**config.mk**
```make
export PLATFORM = sky130hd
export DESIGN_NAME = scl_phase_gen
export DESIGN_NICKNAME = d
export VERILOG_FILES = /design/src/rtl/scl_gen_pkg.sv /design/src/rtl/scl_in_sync.sv /design/src/rtl/scl_div_hold.sv /design/src/rtl/scl_phase_engine.sv /design/src/rtl/scl_phase_gen.sv
export SDC_FILE = /design/constraint.sdc
export NUM_CORES = 1
export LEC_CHECK = 0
export CAP_MARGIN = 20
export CORE_AREA = 2 2 95 97
export DETAILED_ROUTE_END_ITERATION = 16
export DIE_AREA = 0 0 97 99
export PLACE_DENSITY_LB_ADDON = 0.1
export SYNTH_ARGS = -nofsm -noshare
export SYNTH_HDL_FRONTEND = slang
export SYNTH_SLANG_ARGS = --single-unit
```
**constraint.sdc**
```tcl
create_clock -name clk -period 3.7 [get_ports clk]
set_clock_uncertainty 0.1 [all_clocks]
set_input_delay 0.74 -clock clk [delete_from_list [all_inputs] [get_ports clk]]
set_output_delay 0.74 -clock clk [all_outputs]
set_load 0.01 [all_outputs]
```
**src/rtl/scl_gen_pkg.sv**
```systemverilog
package scl_gen_pkg;
  typedef enum logic [1:0] {
    PH_IDLE = 2'd0,
    PH_LOW  = 2'd1,
    PH_HIGH = 2'd2
  } phase_e;
endpackage

```
**src/rtl/scl_in_sync.sv**
```systemverilog
module scl_in_sync #(
  parameter int STAGES = 2
) (
  input  logic clk,
  input  logic rst_n,
  input  logic d,
  output logic q
);
  logic [STAGES-1:0] chain_q;
  logic [STAGES-1:0] chain_d;

  generate
    for (genvar i = 0; i < STAGES; i++) begin : g_stage
      if (i == 0) begin : g_first
        assign chain_d[i] = d;
      end else begin : g_next
        assign chain_d[i] = chain_q[i-1];
      end
    end
  endgenerate

  always_ff @(posedge clk or negedge rst_n) begin
    if (!rst_n) chain_q <= '0;
    else        chain_q <= chain_d;
  end

  assign q = chain_q[STAGES-1];
endmodule

```
**src/rtl/scl_div_hold.sv**
```systemverilog
module scl_div_hold #(
  parameter int FW = 16
) (
  input  logic            clk,
  input  logic            rst_n,
  input  logic            load,
  input  logic [2*FW-1:0] div_in,
  output logic [FW-1:0]   lo_cnt,
  output logic [FW-1:0]   hi_cnt
);
  logic [2*FW-1:0] hold_q;
  logic [2*FW-1:0] hold_d;

  always_comb begin
    hold_d = hold_q;
    if (load) hold_d = div_in;
  end

  always_ff @(posedge clk or negedge rst_n) begin
    if (!rst_n) hold_q <= '0;
    else        hold_q <= hold_d;
  end

  assign lo_cnt = hold_q[FW-1:0];
  assign hi_cnt = hold_q[2*FW-1:FW];
endmodule

```
**src/rtl/scl_phase_engine.sv**
```systemverilog
module scl_phase_engine
  import scl_gen_pkg::*;
#(
  parameter int FW          = 16,
  parameter int UNIT_LOG2   = 3,
  parameter int SYNC_STAGES = 2
) (
  input  logic          clk,
  input  logic          rst_n,
  input  logic          en,
  input  logic          line_hi,
  input  logic [FW-1:0] lo_cnt,
  input  logic [FW-1:0] hi_cnt,
  output logic          load,
  output logic          drive_low,
  output logic          low_start,
  output logic          mid_low,
  output logic          high_start,
  output logic          mid_high
);
  localparam int CW = FW + UNIT_LOG2;

  phase_e        ph_q, ph_d;
  logic [CW-1:0] cnt_q, cnt_d;
  logic [CW-1:0] last_lo_v, last_hi_v, mid_lo_v, mid_hi_v;
  logic          at_last_lo, at_last_hi, hold;

  assign last_lo_v = {lo_cnt, {UNIT_LOG2{1'b1}}};
  assign last_hi_v = {hi_cnt, {UNIT_LOG2{1'b1}}};
  assign mid_lo_v  = CW'({1'b0, lo_cnt} + {{FW{1'b0}}, 1'b1}) << (UNIT_LOG2 - 1);
  assign mid_hi_v  = CW'({1'b0, hi_cnt} + {{FW{1'b0}}, 1'b1}) << (UNIT_LOG2 - 1);

  assign at_last_lo = (cnt_q == last_lo_v);
  assign at_last_hi = (cnt_q == last_hi_v);
  // stall point: the synchronizer delay is already counted, wait for the line
  assign hold = (ph_q == PH_HIGH) && (cnt_q == CW'(SYNC_STAGES)) && !line_hi;

  assign load = en && ((ph_q == PH_IDLE) ||
                       ((ph_q == PH_HIGH) && !hold && at_last_hi));

  always_comb begin
    ph_d  = ph_q;
    cnt_d = cnt_q;
    if (!en) begin
      ph_d  = PH_IDLE;
      cnt_d = '0;
    end else begin
      case (ph_q)
        PH_IDLE: begin
          ph_d  = PH_LOW;
          cnt_d = '0;
        end
        PH_LOW: begin
          if (at_last_lo) begin
            ph_d  = PH_HIGH;
            cnt_d = '0;
          end else begin
            cnt_d = cnt_q + 1'b1;
          end
        end
        PH_HIGH: begin
          if (!hold) begin
            if (at_last_hi) begin
              ph_d  = PH_LOW;
              cnt_d = '0;
            end else begin
              cnt_d = cnt_q + 1'b1;
            end
          end
        end
        default: begin
          ph_d  = PH_IDLE;
          cnt_d = '0;
        end
      endcase
    end
  end

  always_ff @(posedge clk or negedge rst_n) begin
    if (!rst_n) begin
      ph_q  <= PH_IDLE;
      cnt_q <= '0;
    end else begin
      ph_q  <= ph_d;
      cnt_q <= cnt_d;
    end
  end

  assign drive_low  = (ph_q == PH_LOW);
  assign low_start  = (ph_q == PH_LOW)  && (cnt_q == '0);
  assign mid_low    = (ph_q == PH_LOW)  && (cnt_q == mid_lo_v);
  assign high_start = (ph_q == PH_HIGH) && (cnt_q == '0);
  assign mid_high   = (ph_q == PH_HIGH) && (cnt_q == mid_hi_v) && !hold;
endmodule

```
**src/rtl/scl_phase_gen.sv**
```systemverilog
module scl_phase_gen #(
  parameter int FIELD_W     = 16,
  parameter int UNIT_LOG2   = 3,
  parameter int SYNC_STAGES = 2
) (
  input  logic                 clk,
  input  logic                 rst_n,
  input  logic                 enable,
  input  logic [2*FIELD_W-1:0] div_cfg,
  input  logic                 scl_in,
  output logic                 scl_oe,
  output logic                 low_start_stb,
  output logic                 mid_low_stb,
  output logic                 high_start_stb,
  output logic                 mid_high_stb
);
  logic                line_hi;
  logic                load;
  logic [FIELD_W-1:0]  lo_cnt, hi_cnt;

  scl_in_sync #(.STAGES(SYNC_STAGES)) u_sync (
    .clk   (clk),
    .rst_n (rst_n),
    .d     (scl_in),
    .q     (line_hi)
  );

  scl_div_hold #(.FW(FIELD_W)) u_div (
    .clk    (clk),
    .rst_n  (rst_n),
    .load   (load),
    .div_in (div_cfg),
    .lo_cnt (lo_cnt),
    .hi_cnt (hi_cnt)
  );

  scl_phase_engine #(
    .FW          (FIELD_W),
    .UNIT_LOG2   (UNIT_LOG2),
    .SYNC_STAGES (SYNC_STAGES)
  ) u_eng (
    .clk        (clk),
    .rst_n      (rst_n),
    .en         (enable),
    .line_hi    (line_hi),
    .lo_cnt     (lo_cnt),
    .hi_cnt     (hi_cnt),
    .load       (load),
    .drive_low  (scl_oe),
    .low_start  (low_start_stb),
    .mid_low    (mid_low_stb),
    .high_start (high_start_stb),
    .mid_high   (mid_high_stb)
  );
endmodule

```
# Word-level counts from Yosys, hierarchy flattened
# Index checks and enable logic that the tools add are counted.
[word_totals]
regBits = 55
input_bits = 36
out_inout_bits = 5
wordCells = 43
[classes]
add_sub_neg = 3
n_eq_ne = 10
muxes = 10
reduce_logical = 16
[ops]
columns = ["cell", "n"]
rows = [
  ["$eq A19 B19 Y1", 4],
  ["$mux W19", 4],
  ["$pmux W19 S2", 1],
  ["$add A16 B1 Y17 const B", 2],
  ["$add A19 B1 Y19 const B", 1],
  ["$eq A19 B2 Y1 const B", 1],
  ["$logic_not A19 Y1", 1],
  ["$logic_and A1 B1 Y1", 10],
  ["$mux W2", 4],
  ["$ne A3 B2 Y1 const B", 2],
  ["$pmux W2 S3", 1],
  ["$ne A3 B3 Y1 const B", 1],
  ["$reduce_and A3 Y1", 1],
  ["$eq A2 B1 Y1 const B", 1],
  ["$eq A2 B2 Y1 const B", 1],
  ["$logic_not A1 Y1", 2],
  ["$logic_not A2 Y1", 1],
  ["$logic_or A1 B1 Y1", 1],
]

# Depth between registers and ports, before layout
[logic_depth]
ltp_word = 8
mapped_depth = 9
depth_no_buf = 8

# Cells and area by module
# From an unflattened synthesis, not the netlist that was laid out.
[hier_totals]
cells_unflattened = 437
hier_area_um2 = 4222.8
[modules_own_cells]
columns = ["module", "n_inst", "cells_per_inst", "area_each_um2"]
rows = [
  ["scl_phase_engine", 1, 367, 2827.7],
  ["scl_div_hold", 1, 68, 1345.0],
  ["scl_in_sync", 1, 2, 50.0],
]

# Worst setup path after synthesis
# Ideal clock, no wire load.
[synth_path]
kind = "register -> output"
start = "register u_div.hold_q[7]"
end = "output mid_low_stb"
arrival_time_ps = 2084
t_required_ps = 2860
setup_slack_ps = 776
stages_incl_launch_ff = 8
cell_sequence = "dfrtp_1 > buf_2 > nand4_1 > nor4_1 > mux2_2 > a31oi_1 > o22ai_1 > nor4_1"
[synth_between]
elab_chain_len = 3
[synth_rtl]
columns = ["item", "line_no", "rtl"]
rows = [
  ["start: declaration", "scl_div_hold.sv:11", "logic [2*FW-1:0] hold_q;"],
  ["start signal: assignment", "scl_div_hold.sv:21", "else hold_q <= hold_d;"],
  ["$add A16 B1 Y17", "scl_phase_engine.sv:30", "assign mid_lo_v = CW'({1'b0, lo_cnt} + {{FW{1'b0}}, 1'b1}) << (UNIT_LOG2 - 1);"],
  ["$eq A19 B19 Y1", "scl_phase_engine.sv:91", "assign mid_low = (ph_q == PH_LOW) && (cnt_q == mid_lo_v);"],
  ["$logic_and A1 B1 Y1", "scl_phase_engine.sv:91", ""],
  ["end: declaration", "scl_phase_gen.sv:13", "output logic mid_low_stb,"],
]
# No other way between the ends.

# Worst setup path after layout
[layout_path]
start = "register u_div.hold_q[9]"
end = "output mid_low_stb"
# Same word-level chain as after synthesis.

==> impl_metrics.tcl <==
set metrics [dict create \
    final_cell_mix "dfrtp_1 (49), xor2_1 (48), clkdlybuf4s50_1 (37), xnor2_1 (32), mux2_4 (30)" \
    syn_nets 483 \
    setup_viol 0 \
    power_mw 2.94 \
    end_kind "output pin" \
    synth-async-reset-ratio 1.00 \
    status "complete, no violations" \
    syn_area_mm2 0.00428 \
    drv_slew 0 \
    layout-drive-gt1-share 0.176 \
    start_util 0.501 \
    synth_flop_cell "dfrtp_1" \
    hold_class "reg -> reg" \
    grt_pass1_wl_mm 16.5 \
    r2r_start "u_eng.cnt_q[15]$_DFFE_PN0P_" \
    crit_type "reg -> out" \
    layout_commonest_cell "dfrtp_1" \
    yosys_warnings 0 \
    critPathRequiredTime_ps 2860 \
    ff2ff_path_depth 6 \
    ios 41 \
    clock.fmax_mhz 286 \
    wl_met3_um 449 \
    firstDrtPassIters 4 \
    routed_wl_mm 9.89 \
    ant_nets 0 \
    min_period_over_period 0.945 \
    drc 0 \
    grt_overflow 0 \
    ys_types 58 \
    antenna_found_initial 0 \
    cpPeakStageDelay_ps 450 \
    grt_pass1_vias 3269 \
    fin_cells 573 \
    avgSynthCellArea_um2 9.75 \
    netlist_instances 439 \
    cts_buffers 5 \
    hold_violations 0 \
    rsz0062_at_grt "false" \
    max-cap-violations 0 \
    vias_per_cell 5.81 \
    row_count 34 \
    crit_chain "nand4_1 -> nor4_2 -> buf_4 -> mux2_2 -> a31oi_1 -> o22ai_1 -> nor4_1 -> dlygate4sd2_1" \
    coreArea_mm2 0.00855 \
    track_usage 0.211 \
    ir_drop_v 0.000251 \
    syn_to_final_growth_pct 11.7 \
    cts_tree "done" \
    cts_max_path_buffers 2 \
    synth_edf_count 0 \
    die-area_mm2 0.00960 \
    die-height_um 99 \
    postCtsSetupRepairBufs 0 \
    worst_slew_pin_slew_ps 635 \
    vias 3328 \
    leakage_nw 2.00 \
    r2r_end "u_eng.cnt_q[13]$_DFFE_PN0P_" \
    arrival_ps 2660 \
    min_period_ps 3500 \
    finalSetupTns_ps 0 \
    top_layer_used "met4" \
    cts_num_sinks 55 \
    path_depth 8 \
    htreeDepth 2 \
    slowest_stage "dfrtp_2" \
    route.met2.wl_mm 4.62 \
    drt_iter0_markers 235 \
    min_path_cells 0 \
    synth-seq-area-share 0.322 \
    dpl.hpwl_mm 7.15 \
    grt_max_degree 30 \
    clk_root_buffer_cell "clkbuf_8" \
    cp_max_fo 6 \
    clk_latency_ps 310 \
    antenna_cells 0 \
    path_buf_inv 2 \
    worstSetupEndpoint "mid_low_stb" \
    cellPowerDensity_mw_per_mm2 615 \
    nets 508 \
    startpoint "u_div.hold_q[9]$_DFFE_PN0P_" \
    rrSetupSlack_ps 1040 \
    drt-met1-wl_mm 4.79 \
    portBuffers 40 \
    routabilityCongestion 0.845 \
    post_drt_wl_per_cell_um 17.3 \
    maxSlewHeadroom 0.577 \
    crit_family "simple AND/OR/NAND/NOR gates" \
    ys_ff_latch 55 \
    critPathLaunchType "flip-flop" \
    clk_pin_slew_worst_paths_ps 100 \
    place_inst 565 \
    fp.dieW_um 97 \
]
## Yosys cell counts (all sizes together) (3+ instances only)
cell     n  area share
nand4b   4      0.0082
nand2b   5      0.0073
nand2   22       0.019
nor2b    3      0.0044
clkbuf  10       0.011
ha       8       0.023
and2     3      0.0044
or2      5      0.0073
a211oi   3      0.0053
a31oi    7       0.010
nand3   21       0.025
and4     7       0.014
nand4   14       0.020
xnor2   32       0.065
inv      8      0.0070
nor3    12       0.014
nand3b   4      0.0070
buf     29       0.055
dfrtp   55        0.32
nor4    14       0.022
nor2    13       0.011
mux2    33        0.11
and3    12       0.018
a21oi   23       0.027
o21ai   16       0.021
xor2    48       0.098
## metrics by stage
stage | instance area (um^2) | setup WS (ps) | hold WS, ps | util
floorplan | 4280 | 776 | 231 | -
global placement | 4650 | 163 | 244 | 0.544
detailed placement | 4650 | 168 | 236 | 0.544
CTS | 4770 | 2.64 | 275 | 0.558
global route | 4780 | 67.1 | 288 | 0.559
finish | 4780 | 203 | 267 | 0.559
## where the power goes
part / leakage [nW] / internal (mW) / switching (mW)
registers: 0.682 / 0.798 / 0.348
logic: 1.27 / 0.793 / 0.656
clock network: 0.0483 / 0.134 / 0.211
total: 2.00 / 1.73 / 1.21
## flip-flops by register name, indices dropped and copies added (netlist names)
name,cells
u_sync.chain_q,2
u_div.hold_q,32
u_eng.ph_q,2
u_eng.cnt_q,19
## final cells by class
cell class,count,area (um^2)
flip-flops and latches,55,1380
well taps,108,135
repair buffers,57,524
inverters,8,30.0
clock inverters,3,18.8
multi-input cells,337,2620
fillers,767,3770
clock buffers,5,68.8
## metal layers
metal,up-vias,global-route usage
met2,91,0.345
met4,0,0.0358
met1,1627,0.304
met3,2,0.0277
met5,-,0
li1,1608,-
## what timing repair did
| action | 4_1_cts | 5_1_grt |
|---|---|---|
| hold buffers | 0 | 0 |
| setup endpoints to repair | 2 | 2 |
| gates resized for setup | 12 | 6 |
| pin swaps | 1 | 0 |
## worst min-delay path by stage
stage,startpoint,endpoint
after floorplan,u_sync.chain_q[0]$_DFF_PN0_,u_sync.chain_q[1]$_DFF_PN0_
after global placement,u_sync.chain_q[0]$_DFF_PN0_,u_sync.chain_q[1]$_DFF_PN0_
after detailed placement,u_sync.chain_q[0]$_DFF_PN0_,u_sync.chain_q[1]$_DFF_PN0_
after CTS,u_sync.chain_q[0]$_DFF_PN0_,u_sync.chain_q[1]$_DFF_PN0_
after global routing,u_sync.chain_q[0]$_DFF_PN0_,u_sync.chain_q[1]$_DFF_PN0_
final,u_sync.chain_q[0]$_DFF_PN0_,u_sync.chain_q[1]$_DFF_PN0_
## kinds of logic (layout without fill, tap and decap cells)
| logic type | count (synthesis) | after routing | synth area share |
|---|---|---|---|
| AND/OR/NAND/NOR | 146 | 146 | 0.197 |
| XOR/XNOR | 80 | 80 | 0.164 |
| AO/OA/AOI/OAI | 69 | 69 | 0.106 |
| flip-flops | 55 | 55 | 0.322 |
| buffers and inverters | 47 | 73 | 0.0734 |
| multiplexers | 34 | 34 | 0.115 |
| adder cells (fa/ha/maj) | 8 | 8 | 0.0234 |
Note: power is estimated with default switching activity, not from simulation.
